**config.mk**
```make
export PLATFORM = sky130hd
export DESIGN_NAME = dma_chan_seq
export DESIGN_NICKNAME = d
export VERILOG_FILES = /design/src/rtl/dma_seq_pkg.sv /design/src/rtl/dma_trig_mux.sv /design/src/rtl/dma_evt_latch.sv /design/src/rtl/dma_seq_ctl.sv /design/src/rtl/dma_chan_seq.sv
export SDC_FILE = /design/constraint.sdc
export NUM_CORES = 1
export LEC_CHECK = 0
export CAP_MARGIN = 10
export CORE_MARGIN = 2
export CORE_UTILIZATION = 47
export DETAILED_ROUTE_END_ITERATION = 10
export GPL_TIMING_DRIVEN = 1
export PLACE_DENSITY = 0.81
export RECOVER_POWER = 50
export SLEW_MARGIN = 20
export SYNTH_ARGS = -nofsm -noshare
export SYNTH_HDL_FRONTEND = slang
export SYNTH_SLANG_ARGS = --single-unit
```
**constraint.sdc**
```tcl
create_clock -name clk -period 2.7 [get_ports clk]
set_clock_uncertainty 0.15 [all_clocks]
set_input_delay 0.27 -clock clk [delete_from_list [all_inputs] [get_ports clk]]
set_output_delay 0.27 -clock clk [all_outputs]
set_load 0.05 [all_outputs]
```
**src/rtl/dma_seq_pkg.sv**
```systemverilog
package dma_seq_pkg;

   typedef enum logic [1:0] {
      SQ_WAIT = 2'd0,
      SQ_RD   = 2'd1,
      SQ_WR   = 2'd2
   } seq_state_t;

   typedef enum logic [1:0] {
      STEP_NONE  = 2'd0,
      STEP_BURST = 2'd1,
      STEP_XFER  = 2'd2
   } step_t;

   // True when a selector code names a real trigger line
   function automatic logic code_in_range(input int code, input int lo, input int hi);
      return (code >= lo) && (code <= hi);
   endfunction

endpackage

```
**src/rtl/dma_trig_mux.sv**
```systemverilog
module dma_trig_mux
   import dma_seq_pkg::*;
#(
   parameter int SEL_W     = 5,
   parameter int CODE_LO   = 1,
   parameter int CODE_HI   = 29
) (
   input  logic [(1<<SEL_W)-1:0] trig_in,
   input  logic [SEL_W-1:0]      sel,
   input  logic                  enable,
   output logic                  hit
);
   localparam int LINES = 1 << SEL_W;

   logic [LINES-1:0] match;

   // One compare per line; codes outside the range never match
   for (genvar gi = 0; gi < LINES; gi++) begin : g_line
      if (code_in_range(gi, CODE_LO, CODE_HI)) begin : g_live
         assign match[gi] = trig_in[gi] && (sel == SEL_W'(gi));
      end else begin : g_dead
         assign match[gi] = 1'b0;
      end
   end

   assign hit = enable && (|match);

endmodule

```
**src/rtl/dma_evt_latch.sv**
```systemverilog
module dma_evt_latch (
   input  logic clk,
   input  logic rst_n,
   input  logic srst,
   input  logic evt,
   input  logic force_set,
   input  logic clr,
   input  logic consume,
   input  logic err_clr,
   output logic pend,
   output logic err
);
   logic arrive;
   logic collide;

   assign arrive  = evt | force_set;
   assign collide = arrive && pend && !consume;

   always_ff @(posedge clk or negedge rst_n) begin
      if (!rst_n) begin
         pend <= 1'b0;
         err  <= 1'b0;
      end else if (srst) begin
         pend <= 1'b0;
         err  <= 1'b0;
      end else begin
         if (clr)          pend <= 1'b0;
         else if (arrive)  pend <= 1'b1;
         else if (consume) pend <= 1'b0;

         if (err_clr)      err <= 1'b0;
         else if (collide) err <= 1'b1;
      end
   end

endmodule

```
**src/rtl/dma_seq_ctl.sv**
```systemverilog
module dma_seq_ctl
   import dma_seq_pkg::*;
#(
   parameter int BL_W = 5,
   parameter int TL_W = 16
) (
   input  logic            clk,
   input  logic            rst_n,
   input  logic            run,
   input  logic            halt,
   input  logic            srst,
   input  logic            trig_pend,
   input  logic            sync_pend,
   input  logic            cfg_oneshot,
   input  logic            cfg_contin,
   input  logic            cfg_int_end,
   input  logic            cfg_sync_dst,
   input  logic [BL_W-1:0] burst_len,
   input  logic [TL_W-1:0] xfer_len,
   output logic            rd_stb,
   output logic            wr_stb,
   output logic [1:0]      step_sel,
   output logic            trig_take,
   output logic            sync_take,
   output logic            ch_int,
   output logic            src_wrap_sync,
   output logic            dst_wrap_sync,
   output logic            run_sts,
   output logic            xfer_busy,
   output logic            burst_busy
);
   seq_state_t      state;
   logic [BL_W-1:0] wcnt;
   logic [TL_W-1:0] bcnt;
   logic            os_go;
   logic            first_burst;
   logic            halt_pend;

   logic waiting, start_fresh, resume, halt_now, last_word, last_burst;

   assign waiting     = (state == SQ_WAIT) && run_sts && !halt && !srst;
   assign start_fresh = waiting && !burst_busy && (os_go || trig_pend);
   assign resume      = waiting && burst_busy;
   assign trig_take   = start_fresh && !os_go;
   assign sync_take   = start_fresh && sync_pend;
   assign halt_now    = halt || halt_pend;
   assign last_word   = (wcnt == '0);
   assign last_burst  = (bcnt == '0);

   assign rd_stb   = (state == SQ_RD);
   assign wr_stb   = (state == SQ_WR);
   assign step_sel = (state != SQ_WR) ? STEP_NONE :
                     (last_word ? STEP_XFER : STEP_BURST);

   always_ff @(posedge clk or negedge rst_n) begin
      if (!rst_n) begin
         state         <= SQ_WAIT;
         wcnt          <= '0;
         bcnt          <= '0;
         os_go         <= 1'b0;
         first_burst   <= 1'b0;
         halt_pend     <= 1'b0;
         run_sts       <= 1'b0;
         xfer_busy     <= 1'b0;
         burst_busy    <= 1'b0;
         ch_int        <= 1'b0;
         src_wrap_sync <= 1'b0;
         dst_wrap_sync <= 1'b0;
      end else begin
         ch_int        <= 1'b0;
         src_wrap_sync <= 1'b0;
         dst_wrap_sync <= 1'b0;
         if (srst) begin
            state       <= SQ_WAIT;
            wcnt        <= '0;
            bcnt        <= '0;
            os_go       <= 1'b0;
            first_burst <= 1'b0;
            halt_pend   <= 1'b0;
            run_sts     <= 1'b0;
            xfer_busy   <= 1'b0;
            burst_busy  <= 1'b0;
         end else begin
            if (run) begin
               run_sts   <= 1'b1;
               halt_pend <= 1'b0;
               if (!xfer_busy) begin
                  bcnt        <= xfer_len;
                  xfer_busy   <= 1'b1;
                  first_burst <= 1'b1;
                  os_go       <= 1'b0;
               end
            end
            unique case (state)
               SQ_WAIT: begin
                  if (halt) begin
                     run_sts <= 1'b0;
                  end else if (start_fresh) begin
                     state      <= SQ_RD;
                     wcnt       <= burst_len;
                     burst_busy <= 1'b1;
                     if (trig_take && cfg_oneshot) os_go <= 1'b1;
                     if (first_burst) begin
                        first_burst <= 1'b0;
                        ch_int      <= !cfg_int_end;
                     end
                     if (sync_take) begin
                        src_wrap_sync <= !cfg_sync_dst;
                        dst_wrap_sync <= cfg_sync_dst;
                     end
                  end else if (resume) begin
                     state <= SQ_RD;
                  end
               end
               SQ_RD: begin
                  if (halt) halt_pend <= 1'b1;
                  state <= SQ_WR;
               end
               SQ_WR: begin
                  halt_pend <= 1'b0;
                  if (!last_word) begin
                     wcnt <= wcnt - 1'b1;
                     if (halt_now) begin
                        state   <= SQ_WAIT;
                        run_sts <= 1'b0;
                     end else begin
                        state <= SQ_RD;
                     end
                  end else begin
                     state      <= SQ_WAIT;
                     burst_busy <= 1'b0;
                     if (!last_burst) begin
                        bcnt <= bcnt - 1'b1;
                        if (halt_now) run_sts <= 1'b0;
                     end else begin
                        os_go <= 1'b0;
                        if (cfg_int_end) ch_int <= 1'b1;
                        if (cfg_contin) begin
                           bcnt        <= xfer_len;
                           first_burst <= 1'b1;
                           if (halt_now) run_sts <= 1'b0;
                        end else begin
                           run_sts   <= 1'b0;
                           xfer_busy <= 1'b0;
                        end
                     end
                  end
               end
               default: state <= SQ_WAIT;
            endcase
         end
      end
   end

endmodule

```
**src/rtl/dma_chan_seq.sv**
```systemverilog
module dma_chan_seq
   import dma_seq_pkg::*;
#(
   parameter int SEL_W   = 5,
   parameter int CODE_LO = 1,
   parameter int CODE_HI = 29,
   parameter int BL_W    = 5,
   parameter int TL_W    = 16
) (
   input  logic                  clk,
   input  logic                  rst_n,
   input  logic [(1<<SEL_W)-1:0] trig_in,
   input  logic                  sync_in,
   input  logic [SEL_W-1:0]      cfg_trig_sel,
   input  logic                  cfg_trig_en,
   input  logic                  cfg_ovf_ie,
   input  logic                  cfg_int_end,
   input  logic                  cfg_oneshot,
   input  logic                  cfg_contin,
   input  logic                  cfg_sync_en,
   input  logic                  cfg_sync_dst,
   input  logic                  cfg_wide,
   input  logic [BL_W-1:0]       cfg_burst_len,
   input  logic [TL_W-1:0]       cfg_xfer_len,
   input  logic                  cmd_run,
   input  logic                  cmd_halt,
   input  logic                  cmd_soft_rst,
   input  logic                  cmd_trig_set,
   input  logic                  cmd_trig_clr,
   input  logic                  cmd_sync_set,
   input  logic                  cmd_sync_clr,
   input  logic                  cmd_err_clr,
   output logic                  rd_stb,
   output logic                  wr_stb,
   output logic                  word_wide,
   output logic [1:0]            step_sel,
   output logic                  src_wrap_sync,
   output logic                  dst_wrap_sync,
   output logic                  ch_int,
   output logic                  ovf_int,
   output logic                  trig_pend,
   output logic                  sync_pend,
   output logic                  ovf_flag,
   output logic                  sync_err,
   output logic                  xfer_busy,
   output logic                  burst_busy,
   output logic                  run_sts
);
   localparam int LINES = 1 << SEL_W;

   // Elaboration-time parameter checks
   if (SEL_W < 2 || SEL_W > 8) begin : g_bad_sel
      $error("dma_chan_seq: SEL_W must be 2..8");
   end
   if (CODE_LO < 1 || CODE_HI >= LINES || CODE_LO > CODE_HI) begin : g_bad_codes
      $error("dma_chan_seq: trigger code range invalid");
   end
   if (BL_W < 1 || BL_W > 16) begin : g_bad_bl
      $error("dma_chan_seq: BL_W must be 1..16");
   end
   if (TL_W < 1 || TL_W > 32) begin : g_bad_tl
      $error("dma_chan_seq: TL_W must be 1..32");
   end

   logic trig_hit, trig_take, sync_take;
   logic ovf_seen_q;

   dma_trig_mux #(
      .SEL_W   (SEL_W),
      .CODE_LO (CODE_LO),
      .CODE_HI (CODE_HI)
   ) u_mux (
      .trig_in (trig_in),
      .sel     (cfg_trig_sel),
      .enable  (cfg_trig_en),
      .hit     (trig_hit)
   );

   dma_evt_latch u_trig_latch (
      .clk       (clk),
      .rst_n     (rst_n),
      .srst      (cmd_soft_rst),
      .evt       (trig_hit),
      .force_set (cmd_trig_set),
      .clr       (cmd_trig_clr),
      .consume   (trig_take),
      .err_clr   (cmd_err_clr),
      .pend      (trig_pend),
      .err       (ovf_flag)
   );

   dma_evt_latch u_sync_latch (
      .clk       (clk),
      .rst_n     (rst_n),
      .srst      (cmd_soft_rst),
      .evt       (sync_in && cfg_sync_en),
      .force_set (cmd_sync_set),
      .clr       (cmd_sync_clr),
      .consume   (sync_take),
      .err_clr   (cmd_err_clr),
      .pend      (sync_pend),
      .err       (sync_err)
   );

   dma_seq_ctl #(
      .BL_W (BL_W),
      .TL_W (TL_W)
   ) u_ctl (
      .clk           (clk),
      .rst_n         (rst_n),
      .run           (cmd_run),
      .halt          (cmd_halt),
      .srst          (cmd_soft_rst),
      .trig_pend     (trig_pend),
      .sync_pend     (sync_pend),
      .cfg_oneshot   (cfg_oneshot),
      .cfg_contin    (cfg_contin),
      .cfg_int_end   (cfg_int_end),
      .cfg_sync_dst  (cfg_sync_dst),
      .burst_len     (cfg_burst_len),
      .xfer_len      (cfg_xfer_len),
      .rd_stb        (rd_stb),
      .wr_stb        (wr_stb),
      .step_sel      (step_sel),
      .trig_take     (trig_take),
      .sync_take     (sync_take),
      .ch_int        (ch_int),
      .src_wrap_sync (src_wrap_sync),
      .dst_wrap_sync (dst_wrap_sync),
      .run_sts       (run_sts),
      .xfer_busy     (xfer_busy),
      .burst_busy    (burst_busy)
   );

   // Overflow interrupt: first cycle the overflow flag is seen
   always_ff @(posedge clk or negedge rst_n) begin
      if (!rst_n) ovf_seen_q <= 1'b0;
      else        ovf_seen_q <= ovf_flag;
   end

   assign ovf_int   = cfg_ovf_ie && ovf_flag && !ovf_seen_q;
   assign word_wide = cfg_wide && (rd_stb || wr_stb);

endmodule

```
==> impl_results.md, run 1 <==
* H-Tree Depth at 2
* DRT Wirelength at 8360 um
* Fraction of registers with async set/reset at 100%
* Initial antenna violation count at 0
* Critical path class: register to output port
* Main synth FF type: dfrtp_1
* Sequential share of power at 31.0%
* Multi-input combinational cell area at 1780 um2
* Clk Latency, worst-skew pair at 0.29 ns
* Part of the power in the clock network at 15.8%
* Worst-path cell chain: inv_1 -> ha_1 -> nor4b_2 -> nand2_1 -> clkinvlp_4 -> buf_4 -> buf_12
* FILL cells at 503
* Synth Net Count at 416
* GPL Wtd Cong at 0.890
* Slowest cell on the critical path: dfrtp_1
* Full die area at 6740 um2
* GR Util All Layers at 25.8%
* Setup_tns at 0 ns
* Worst hold path type: register to register
* Worst setup SP type: register
* DRT Pass-1 Iters at 4
* Post-CTS Setup Inserts at 0
* Post-Syn Instances at 332
* Relative slew slack at 37.2%
* Initial Util at 48.4%
* Io pins at 93
* CP delay by family, top: buffers and inverters
* Max-slew violation count at 0
* Worst EP required at 2.28 ns
* CP endpoint kind: output port
* Syn avg cell area at 8.63 um2
* HPWL after DPL at 6320 um
* P_leak at 1.59 nW
* YS warnings at 0
* Finished Layout Cells at 505
* CP Data Arrival Time at 2.05 ns
* Tmin final at 2.47 ns
* Post-synthesis simple-gate area fraction at 25.1%
* Wire per inst at 16.5 um
* Placed insts at 496
* Mux cell area share after synthesis at 7.60%
* Clock slew at reported path FFs at 0.08 ns
* # setup viols final at 0
* Register bit total from synthesis at 37
* MaxCap Viol Count at 0
* Cell Int Power at 1.40 mW
* Highest cell delay on the worst timing path at 0.40 ns
* Max Root-Sink Buffers at 2
* Max Freq at 404 MHz
* First-pass GRT wire length at 13,600 um
* CP Max Fanout at 13
* Ant diodes at 0
* Gr ovfl total at 0
* Buf+Inv Stages, Crit Path at 4
* Worst IR Drop VDD at 495 uV
* DR vias at 2,995
* Sequential cell area at 926 um2
* Final Instance Area at 4000 um2
* Switch share at 42.3%
* Clk root buf: clkbuf_8
* Core ar. at 5920 um2
* CTS tree: built
* P_sw at 1.03 mW
* Synth Cell Area at 2870 um2
* Port Buffer Count at 89
* Power density over the cells at 609 nW/um2
* Clock sink total at 37
* Post-Place Cell Area at 3900 um2
* Outcome: finished clean
* DRT iter0 DRCs at 180
* Die W at 82.1 um
* Synth Area in Adders at 3.06%
* Distinct cells, synth at 66
* RSZ-0062 raised after global routing: false
* Drt drc at 0
* Main combinational cell family by area after synthesis: compound AO/OA/AOI/OAI gates
* DIE HEIGHT at 82.1 um
* Routed vias/inst at 5.93
* CTS Buf Count at 5
* Final Hold Vio Count at 0
* Worst-Margin Slew at 0.942 ns
* Gate power share at 53.2%
* Fin crit share at 91.6%
* Post-synth EDFFs at 0
* Area Overhead vs Synth at 39.4%
* Vias in the first global route at 3,001
* Sequential cell area fraction in the yosys report at 32.3%
* ANT nets after route at 0
* Nets@finish at 513
* Cell Rows at 28
* Synth Area in Compound Gates at 25.5%
* Largest net degree at the start of global routing at 38
* Share of layout cells above drive strength 1 at 11.9%
* XOR/XNOR Fraction of Synth Area at 0.917%
worst paths after layout:
kind                             startpoint                end  depth (start not counted)  slack [ns]
setup reg to reg              u_ctl.bcnt[1]     u_ctl.bcnt[14]                          7        0.23
min in group asynchronous             rst_n     u_ctl.bcnt[11]                          2        0.51
max in group asynchronous             rst_n  u_trig_latch.pend                          2        1.31
setup / recovery              u_ctl.wcnt[0]        step_sel[1]                          7        0.23
hold / removal             u_trig_latch.err         ovf_seen_q                          0        0.34
hold reg to reg            u_trig_latch.err         ovf_seen_q                          0        0.34
metrics by stage:
step | power [mW] | util [%] | hold slack [ns] | setup slack, ns
floorplan | 1.62 | - | -0.176 | 0.251
global placement | 2.01 | 65.9 | 0.271 | 0.202
detailed placement | 2.04 | 65.9 | 0.278 | 0.134
CTS | 2.44 | 67.5 | 0.337 | 0.0947
global route | 2.60 | 67.5 | 0.367 | 0.0546
finish | 2.43 | 67.5 | 0.339 | 0.228
power groups by stage:
stage          registers [mW]  clock network, mW  logic [mW]
2_1_floorplan           0.768                  0       0.855
3_3_place_gp            0.756                  0        1.25
3_5_place_dp            0.762                  0        1.28
4_1_cts                 0.752              0.392        1.29
5_1_grt                 0.774              0.417        1.41
6_report                0.754              0.384        1.30
synth_stat cells, types with 4 or more instances:
library cell	instances	share of area (%)
dfrtp_1	37	32
a21oi_1	31	5.4
nor2_1	30	3.9
nand2_1	22	2.9
mux2i_1	15	5.2
inv_1	13	1.7
clkbuf_1	12	1.6
o21ai_0	12	2.1
a211oi_1	11	2.9
nand2b_1	10	2.2
nor3_1	10	1.7
a221oi_1	8	2.4
nor2b_1	8	1.7
ha_1	7	3.1
or3_1	6	1.3
nand3_1	5	0.87
nand3b_1	5	1.3
nor4_1	5	1.1
buf_2	4	0.70
mux2_2	4	1.6
nor3b_1	4	1.0
o211ai_1	4	1.0
o22ai_1	4	0.87
o31ai_1	4	1.0
cell usage in the layout (no fill, tap or decap), types with 3 or more instances in the layout:
master and instances:
o21bai_1 3, nor3_1 10, nor2_1 30, or4_1 3, mux2i_1 15, a21oi_1 31, nand2_1 22, nand3_1 5
o31ai_1 4, a31oi_1 3, o21ai_1 3, buf_4 21, o21ai_0 12, or3_1 6, nor4_1 5, mux2_2 4
a221oi_1 8, nand4_1 3, dfrtp_1 37, nand3b_1 5, a211oi_1 11, xnor2_1 3, nor3b_1 4, o22ai_1 4
nor2b_1 7, ha_1 7, dlygate4sd3_1 4, o211ai_1 4, clkbuf_8 5, nand2b_1 10, clkdlybuf4s50_1 83, inv_1 12
repair_timing:
action	4_1_cts	5_1_grt
hold buffers	1	0
setup endpoints to repair	0	1
hold endpoints to repair	37	0
resized for setup	0	1
worst register-to-register path, cell delays in order (launching register included):
cell and delay, ns:
dfrtp_1 0.40, inv_1 0.12, ha_1 0.15, or4b_1 0.45
or2_1 0.45, buf_4 0.25, a2111oi_4 0.29, nor4_1 0.09
cell type report:
class	count	share of cell area, %
Multi-Input combinational cell	261	44.6
Timing Repair Buffer	111	26.5
Sequential cell	37	23.2
Tap cell	75	2.35
Clock buffer	6	1.82
Inverter	13	1.32
Clock inverter	2	0.251
flip-flops by register name (all words and copies together) (netlist names):
name,cells
u_ctl.state,2
u_ctl.first_burst,1
u_ctl.ch_int,1
u_ctl.bcnt,16
u_ctl.halt_pend,1
u_ctl.burst_busy,1
u_trig_latch.err,1
u_ctl.dst_wrap_sync,1
u_ctl.os_go,1
u_sync_latch.err,1
u_trig_latch.pend,1
u_ctl.wcnt,5
ovf_seen_q,1
u_sync_latch.pend,1
u_ctl.run_sts,1
u_ctl.xfer_busy,1
u_ctl.src_wrap_sync,1
layer usage:
metal | track usage (%) | vias to the layer above | part of all wire (%)
met1 | 30.8 | 1448 | 42
met2 | 47.3 | 95 | 52
met4 | 6.33 | 0 | 1.2
met5 | 0 | - | 0
li1 | - | 1442 | -
met3 | 5.16 | 10 | 5.0
cell families (layout without fill, tap and decap cells):
| kind of cell | after synthesis | in the layout |
|---|---|---|
| muxes | 20 | 20 |
| DFF | 37 | 37 |
| buffers and inverters | 34 | 132 |
| xor gates and xnor gates | 3 | 3 |
| AOI/OAI and AO/OA | 105 | 105 |
| and+or+nand+nor | 126 | 126 |
| adders and majority gates | 7 | 7 |
(Power assumes the default switching activity.)
==> inputs of run 2 (changes only) <==
--- a/config.mk
+++ b/config.mk
@@ -16,3 +16,4 @@
 export SYNTH_ARGS = -nofsm -noshare
 export SYNTH_HDL_FRONTEND = slang
 export SYNTH_SLANG_ARGS = --single-unit
+export TNS_END_PERCENT = 5
==> results of run 2 <==
Final layout, timing and power as in run 1 (identical DEF).
